**config.mk**
```make
export PLATFORM = sky130hd
export DESIGN_NAME = split_mul_seq
export DESIGN_NICKNAME = d
export VERILOG_FILES = /design/src/rtl/smseq_pkg.sv /design/src/rtl/smseq_fetch.sv /design/src/rtl/smseq_mac.sv /design/src/rtl/smseq_dly.sv /design/src/rtl/smseq_retire.sv /design/src/rtl/split_mul_seq.sv
export SDC_FILE = /design/constraint.sdc
export NUM_CORES = 2
export LEC_CHECK = 0
export ABC_CLOCK_PERIOD_IN_PS = 25600
export BUFFER_PORTS_ARGS = -buffer_cell sky130_fd_sc_hd__buf_4
export CAP_MARGIN = 25
export CELL_PAD_IN_SITES_DETAIL_PLACEMENT = 1
export CELL_PAD_IN_SITES_GLOBAL_PLACEMENT = 1
export CORE_ASPECT_RATIO = 1.1
export CORE_MARGIN = 2
export CORE_UTILIZATION = 56
export DETAILED_ROUTE_END_ITERATION = 8
export HOLD_SLACK_MARGIN = 0.08
export PLACE_DENSITY_LB_ADDON = 0.3
export SKIP_LAST_GASP = 1
export SLEW_MARGIN = 5
export SYNTH_ARGS = -nofsm -noshare
export SYNTH_HDL_FRONTEND = slang
export SYNTH_SLANG_ARGS = --single-unit
```
**constraint.sdc**
```tcl
create_clock -name clk -period 25.6 [get_ports clk]
set_input_delay 5.12 -clock clk [delete_from_list [all_inputs] [get_ports clk]]
set_output_delay 5.12 -clock clk [all_outputs]
set_load 0.1 [all_outputs]
```
**src/rtl/smseq_pkg.sv**
```systemverilog
package smseq_pkg;

  // Read slot of an operation: which operand halves meet in the multiplier.
  // bit 1 picks source 1 half, bit 0 picks source 2 half (1 = upper).
  typedef enum logic [1:0] {
    PH_LL = 2'b00,
    PH_LH = 2'b01,
    PH_HL = 2'b10,
    PH_HH = 2'b11
  } smseq_ph_e;

  function automatic logic src1_takes_hi(input smseq_ph_e p);
    return p[1];
  endfunction

  function automatic logic src2_takes_hi(input smseq_ph_e p);
    return p[0];
  endfunction

  // Weight of a partial product, counted in half-operand widths.
  function automatic int unsigned weight_halves(input smseq_ph_e p);
    case (p)
      PH_LL:   return 0;
      PH_LH:   return 1;
      PH_HL:   return 1;
      default: return 2;
    endcase
  endfunction

endpackage

```
**src/rtl/smseq_fetch.sv**
```systemverilog
module smseq_fetch
  import smseq_pkg::*;
(
  input  logic      clk,
  input  logic      rst,
  input  logic      issue_i,
  output logic      busy_o,
  output logic      issue_acc_o,
  output logic      rd_en_o,
  output smseq_ph_e ph_o,
  output logic      sel1_o,
  output logic      sel2_o
);

  logic      act_q;
  smseq_ph_e ph_q;

  assign busy_o      = act_q;
  assign issue_acc_o = issue_i & ~act_q & ~rst;
  assign rd_en_o     = issue_acc_o | act_q;
  assign ph_o        = act_q ? ph_q : PH_LL;
  assign sel1_o      = rd_en_o & src1_takes_hi(ph_o);
  assign sel2_o      = rd_en_o & src2_takes_hi(ph_o);

  always_ff @(posedge clk) begin
    if (rst) begin
      act_q <= 1'b0;
      ph_q  <= PH_LL;
    end else if (issue_acc_o) begin
      act_q <= 1'b1;
      ph_q  <= PH_LH;
    end else if (act_q) begin
      if (ph_q == PH_HH) begin
        act_q <= 1'b0;
        ph_q  <= PH_LL;
      end else begin
        ph_q <= smseq_ph_e'(ph_q + 2'd1);
      end
    end
  end

  p_busy_after_issue_r1: assert property (@(posedge clk) disable iff (rst)
    issue_acc_o |=> busy_o);

  p_busy_ends_r1: assert property (@(posedge clk) disable iff (rst)
    (busy_o && ph_o == PH_HH) |=> !busy_o);

  p_sel_second_r2: assert property (@(posedge clk) disable iff (rst)
    issue_acc_o |=> (!sel1_o && sel2_o));

  p_sel_third_r2: assert property (@(posedge clk) disable iff (rst)
    (busy_o && !sel1_o && sel2_o) |=> (sel1_o && !sel2_o));

  p_sel_fourth_r2: assert property (@(posedge clk) disable iff (rst)
    (busy_o && sel1_o && !sel2_o) |=> (sel1_o && sel2_o));

endmodule

```
**src/rtl/smseq_mac.sv**
```systemverilog
module smseq_mac
  import smseq_pkg::*;
#(
  parameter int unsigned HALF_W = 32
) (
  input  logic                  clk,
  input  logic                  rst,
  input  logic                  rd_en_i,
  input  smseq_ph_e             ph_i,
  input  logic [HALF_W-1:0]     a_i,
  input  logic [HALF_W-1:0]     b_i,
  output logic                  fin_v_o,
  output logic [2*HALF_W-1:0]   fin_res_o,
  output logic                  fin_ovf_o
);

  localparam int unsigned PP_W  = 2 * HALF_W;
  localparam int unsigned ACC_W = 4 * HALF_W;
  localparam int unsigned RES_W = 2 * HALF_W;

  function automatic logic [PP_W-1:0] mul_halves(input logic [HALF_W-1:0] x,
                                                 input logic [HALF_W-1:0] y);
    return {{HALF_W{1'b0}}, x} * {{HALF_W{1'b0}}, y};
  endfunction

  function automatic logic [ACC_W-1:0] place_pp(input logic [PP_W-1:0] pp,
                                                input smseq_ph_e p);
    return {{(ACC_W-PP_W){1'b0}}, pp} << (HALF_W * weight_halves(p));
  endfunction

  logic [PP_W-1:0]  pp_q;
  smseq_ph_e        pp_ph_q;
  logic             pp_v_q;
  logic [ACC_W-1:0] acc_q;
  logic [ACC_W-1:0] contrib;
  logic [ACC_W-1:0] acc_sum;

  always_ff @(posedge clk) begin
    if (rst) pp_v_q <= 1'b0;
    else     pp_v_q <= rd_en_i;
  end

  always_ff @(posedge clk) begin
    if (rd_en_i) begin
      pp_q    <= mul_halves(a_i, b_i);
      pp_ph_q <= ph_i;
    end
  end

  assign contrib = place_pp(pp_q, pp_ph_q);
  assign acc_sum = acc_q + contrib;

  always_ff @(posedge clk) begin
    if (pp_v_q) acc_q <= (pp_ph_q == PH_LL) ? contrib : acc_sum;
  end

  assign fin_v_o   = pp_v_q && (pp_ph_q == PH_HH);
  assign fin_res_o = acc_sum[RES_W-1:0];
  assign fin_ovf_o = |acc_sum[ACC_W-1:RES_W];

  p_first_slot_r7: assert property (@(posedge clk) disable iff (rst)
    (pp_v_q && !$past(pp_v_q)) |-> (pp_ph_q == PH_LL));

  p_slot_ll_lh_r7: assert property (@(posedge clk) disable iff (rst)
    (pp_v_q && pp_ph_q == PH_LL) |=> (pp_v_q && pp_ph_q == PH_LH));

  p_slot_lh_hl_r7: assert property (@(posedge clk) disable iff (rst)
    (pp_v_q && pp_ph_q == PH_LH) |=> (pp_v_q && pp_ph_q == PH_HL));

  p_slot_hl_hh_r7: assert property (@(posedge clk) disable iff (rst)
    (pp_v_q && pp_ph_q == PH_HL) |=> (pp_v_q && pp_ph_q == PH_HH));

endmodule

```
**src/rtl/smseq_dly.sv**
```systemverilog
module smseq_dly #(
  parameter int unsigned W    = 65,
  parameter int unsigned NSTG = 3
) (
  input  logic         clk,
  input  logic         rst,
  input  logic         v_i,
  input  logic [W-1:0] d_i,
  output logic         v_o,
  output logic [W-1:0] d_o
);

  for (genvar g = 0; g < NSTG; g++) begin : g_stg
    logic         v_q;
    logic [W-1:0] d_q;
    if (g == 0) begin : g_head
      always_ff @(posedge clk) begin
        if (rst) v_q <= 1'b0;
        else     v_q <= v_i;
      end
      always_ff @(posedge clk) begin
        if (v_i) d_q <= d_i;
      end
    end else begin : g_link
      always_ff @(posedge clk) begin
        if (rst) v_q <= 1'b0;
        else     v_q <= g_stg[g-1].v_q;
      end
      always_ff @(posedge clk) begin
        if (g_stg[g-1].v_q) d_q <= g_stg[g-1].d_q;
      end
    end
  end

  assign v_o = g_stg[NSTG-1].v_q;
  assign d_o = g_stg[NSTG-1].d_q;

endmodule

```
**src/rtl/smseq_retire.sv**
```systemverilog
module smseq_retire #(
  parameter int unsigned HALF_W = 32
) (
  input  logic                clk,
  input  logic                rst,
  input  logic                in_v_i,
  input  logic [2*HALF_W-1:0] in_res_i,
  input  logic                in_ovf_i,
  output logic                wr_en_o,
  output logic                wr_hi_o,
  output logic [HALF_W-1:0]   wr_data_o,
  output logic                ovf_o
);

  logic              hi_v_q;
  logic [HALF_W-1:0] hi_d_q;

  always_ff @(posedge clk) begin
    if (rst) begin
      wr_en_o <= 1'b0;
      wr_hi_o <= 1'b0;
      ovf_o   <= 1'b0;
      hi_v_q  <= 1'b0;
    end else if (in_v_i) begin
      wr_en_o <= 1'b1;
      wr_hi_o <= 1'b0;
      ovf_o   <= in_ovf_i;
      hi_v_q  <= 1'b1;
    end else if (hi_v_q) begin
      wr_en_o <= 1'b1;
      wr_hi_o <= 1'b1;
      hi_v_q  <= 1'b0;
    end else begin
      wr_en_o <= 1'b0;
      wr_hi_o <= 1'b0;
    end
  end

  always_ff @(posedge clk) begin
    if (in_v_i) begin
      wr_data_o <= in_res_i[HALF_W-1:0];
      hi_d_q    <= in_res_i[2*HALF_W-1:HALF_W];
    end else if (hi_v_q) begin
      wr_data_o <= hi_d_q;
    end
  end

  p_hi_follows_lo_r4: assert property (@(posedge clk) disable iff (rst)
    (wr_en_o && !wr_hi_o) |=> (wr_en_o && wr_hi_o));

  p_hi_needs_lo_r6: assert property (@(posedge clk) disable iff (rst)
    (wr_en_o && wr_hi_o) |-> $past(wr_en_o && !wr_hi_o));

  p_no_overlap_r7: assert property (@(posedge clk) disable iff (rst)
    !(in_v_i && hi_v_q));

  p_status_on_lo_r5: assert property (@(posedge clk) disable iff (rst)
    (!$stable(ovf_o) && !$past(rst)) |-> (wr_en_o && !wr_hi_o));

endmodule

```
**src/rtl/split_mul_seq.sv**
```systemverilog
module split_mul_seq
  import smseq_pkg::*;
#(
  parameter int unsigned HALF_W      = 32,
  parameter int unsigned WB_LO_CYCLE = 9
) (
  input  logic              clk,
  input  logic              rst,
  input  logic              issue_i,
  output logic              busy_o,
  output logic              src1_hi_o,
  input  logic [HALF_W-1:0] src1_data_i,
  output logic              src2_hi_o,
  input  logic [HALF_W-1:0] src2_data_i,
  output logic              wr_en_o,
  output logic              wr_hi_o,
  output logic [HALF_W-1:0] wr_data_o,
  output logic              ovf_o
);

  // The last partial product is summed on E5; the low word leaves a register on E9.
  localparam int unsigned RES_W = 2 * HALF_W;
  localparam int unsigned NSTG  = WB_LO_CYCLE - 6;
  localparam int unsigned PIPE_W = RES_W + 1;

  logic                issue_acc;
  logic                rd_en;
  smseq_ph_e           rd_ph;
  logic                fin_v;
  logic [RES_W-1:0]    fin_res;
  logic                fin_ovf;
  logic                wb_v;
  logic [PIPE_W-1:0]   wb_d;

  smseq_fetch u_fetch (
    .clk         (clk),
    .rst         (rst),
    .issue_i     (issue_i),
    .busy_o      (busy_o),
    .issue_acc_o (issue_acc),
    .rd_en_o     (rd_en),
    .ph_o        (rd_ph),
    .sel1_o      (src1_hi_o),
    .sel2_o      (src2_hi_o)
  );

  smseq_mac #(.HALF_W(HALF_W)) u_mac (
    .clk       (clk),
    .rst       (rst),
    .rd_en_i   (rd_en),
    .ph_i      (rd_ph),
    .a_i       (src1_data_i),
    .b_i       (src2_data_i),
    .fin_v_o   (fin_v),
    .fin_res_o (fin_res),
    .fin_ovf_o (fin_ovf)
  );

  smseq_dly #(.W(PIPE_W), .NSTG(NSTG)) u_dly (
    .clk (clk),
    .rst (rst),
    .v_i (fin_v),
    .d_i ({fin_ovf, fin_res}),
    .v_o (wb_v),
    .d_o (wb_d)
  );

  smseq_retire #(.HALF_W(HALF_W)) u_retire (
    .clk       (clk),
    .rst       (rst),
    .in_v_i    (wb_v),
    .in_res_i  (wb_d[RES_W-1:0]),
    .in_ovf_i  (wb_d[RES_W]),
    .wr_en_o   (wr_en_o),
    .wr_hi_o   (wr_hi_o),
    .wr_data_o (wr_data_o),
    .ovf_o     (ovf_o)
  );

  p_reset_quiet_r8: assert property (@(posedge clk) disable iff (rst)
    $fell(rst) |-> (!wr_en_o && !busy_o && !ovf_o));

  p_no_issue_in_reset_r8: assert property (@(posedge clk)
    rst |-> !issue_acc);

endmodule

```
==> run summary <==
Die Y - 349 µm
Main synth FF type - edfxtp_1
core area - 107000 µm²
starting density of the core - 0.564
Slew @ Worst Pin - 1.18 ns
Max Clk Rate - 78.1 MHz
Mapped Cells - 6262
Layout Skew - 0.0437 ns
CTS root buffer - clkbuf_16
die span in x - 317 µm
grt total ovfl - 0
drc violations - 0
CTS Hold Bufs - 0
Max-slew headroom - 0.188
Worst Setup End Kind - flop
first-pass GRT wire length - 359000 µm
number of synthesized flops with an enable pin - 453
Ys Warns - 0
vias - 49.0k
later-pin clock latency in the skew report - 0.63 ns
worst-path fanout max - 32
placed insts - 7458
max-cap violations - 0
register area share after synthesis - 0.229
Clock Path Buffers - 3
Final #Nets - 7459
most frequent cells in the layout - 908 x inv_1, 897 x fa_1, 770 x nand2_1, 634 x and2_1, 453 x edfxtp_1
row cnt - 126
most common cell after layout, fill and taps aside - inv_1
largest net degree at the start of global routing - 69
Ports - 105
port bufs - 104
ANT nets after route - 0
Final setup violation count - 0
WL/cell - 32.5 µm
Fin. Hold Viols - 0
register bit total from synthesis - 464
Async SR Flop Fraction - 0
HP Class - flop to flop
outcome - complete, no violations
gpl congestion - 1.05
H-tree levels - 2
share of cells above drive strength 1 - 0.0580
vias in the first global route - 55.2k
number of CTS-inserted buffers - 44
Post-CTS Resized - 0
Routed WL - 245000 µm
Syn Nets - 7620
minimum clock period - 12.80 ns
Finished Layout Cells - 7553
Cell Area, Synth - 60400 µm²
Slew Viols, Final - 0
Tcrit/Tclk final - 0.500
Arr. time, crit path - 13.16 ns
CTS clk-pin slew, worst paths - 0.07 ns
DP Wirelength - 190000 µm
crit path kind - input pin to flop
GRT Overall Usage - 0.450
Required @ worst endpoint - 25.96 ns
CTS tree - done
CTS Sinks - 464
FILL cells - 11.8k
die area - 111000 µm²
router iterations before antenna repair - 6
syn avg cell area - 9.65 µm²
DRT iter0 DRCs - 4305
setup_tns - 0 ns
Critical Path Source Type - input pin
RSZ-0062 raised after global routing - false
Syn-to-layout area delta - 5.09%
via/cell ratio - 6.48
Netlist cell types - 88
initial antenna violation count - 13
postcts setup bufs - 0
Util after Layout - 0.592
routing by layer:
metal / global-route usage / vias to the layer above / part of all wire
met2: 0.749 / 2975 / 0.48
met3: 0.105 / 1221 / 0.085
met5: 0 / - / 0.00042
met1: 0.475 / 24700 / 0.32
li1: - / 20000 / -
met4: 0.398 / 12 / 0.11
worst max-delay path, cell delays in order:
cell and delay, ns:
buf_4 0.38, and2_1 0.25, fa_1 0.45, fa_1 0.58, inv_1 0.08, fa_1 0.58, fa_1 0.49, fa_1 0.56
inv_1 0.05, fa_1 0.46, fa_1 0.52, fa_1 0.43, ha_1 0.43, a21o_1 0.26, a21o_1 0.18, a21oi_1 0.19
o21ai_0 0.13, a22oi_1 0.26, nand2_1 0.12, o2111a_1 0.33, o21bai_1 0.25, a21oi_1 0.19, a2111oi_2 0.48, o31ai_1 0.19
xnor2_1 0.15
registers in the layout, indices dropped and copies added (netlist names), 2 cells and up:
name and flops:
u_dly.g_stg.d_q 130, u_mac.acc_q 128, u_dly.d_o 65, u_mac.pp_q 64
u_retire.hi_d_q 32, u_retire.wr_data_o 32, u_dly.g_stg.v_q 2, u_fetch.ph_q 2
u_mac.pp_ph_q 2
synth_stat cells (98+ instances only):
master	n	area, µm²
inv_1	909	3410
fa_1	897	18000
nand2_1	770	2890
and2_1	635	3970
edfxtp_1	453	13600
ha_1	394	4930
clkbuf_1	329	1230
a21oi_1	276	1380
nor2_1	251	942
o21ai_0	202	1010
mux2_2	101	1140
xnor2_1	101	885
a21o_1	98	736
metrics by stage:
step / cell area, µm² / hold slack (ns) / setup slack, ns
3_3_place_gp: 61900 / 0.401 / 12.46
5_1_grt: 63500 / 0.413 / 12.44
3_5_place_dp: 61900 / 0.406 / 12.26
4_1_cts: 63400 / 0.412 / 12.82
2_1_floorplan: 60400 / 0.400 / 13.27
6_report: 63500 / 0.417 / 12.80
worst paths after layout:
| check | slack [ns] | depth (start not counted) | start | endpoint |
|---|---|---|---|---|
| hold reg to reg | 0.42 | 0 | u_dly.g_stg[0].d_q[44] | u_dly.g_stg[1].d_q[44] |
| setup / recovery | 12.80 | 25 | src2_data_i[9] | u_mac.pp_q[63] |
| hold / removal | 0.42 | 0 | u_dly.g_stg[0].d_q[44] | u_dly.g_stg[1].d_q[44] |
| setup reg to reg | 17.17 | 19 | u_mac.pp_ph_q[0] | u_dly.g_stg[0].d_q[64] |
cells by family (layout without fill, tap and decap cells):
logic type,Yosys count,in the layout,share of synthesized area
fa+ha+maj,1291,1291,0.379
other cells,0,8,0
flops,464,464,0.229
mux,141,141,0.0254
compound gates,902,902,0.0959
xor+xnor,162,162,0.0235
simple gates,2050,2050,0.170
buf+inv,1252,1127,0.0781
final cells by class:
| cell class | instances | area, µm² | share of cell area |
|---|---|---|---|
| clock buffers | 47 | 1110 | 0.0175 |
| inverters | 909 | 3410 | 0.0537 |
| flip-flops and latches | 464 | 13800 | 0.218 |
| well taps | 1408 | 1760 | 0.0277 |
| diodes | 8 | 20.0 | 0.000315 |
| repair buffers | 136 | 1030 | 0.0162 |
| clock inverters | 35 | 418 | 0.00658 |
| multi-input cells | 4546 | 41900 | 0.660 |
Power is not shown: default switching activity piles up to over one toggle a cycle in this logic, so the estimate is an artifact.
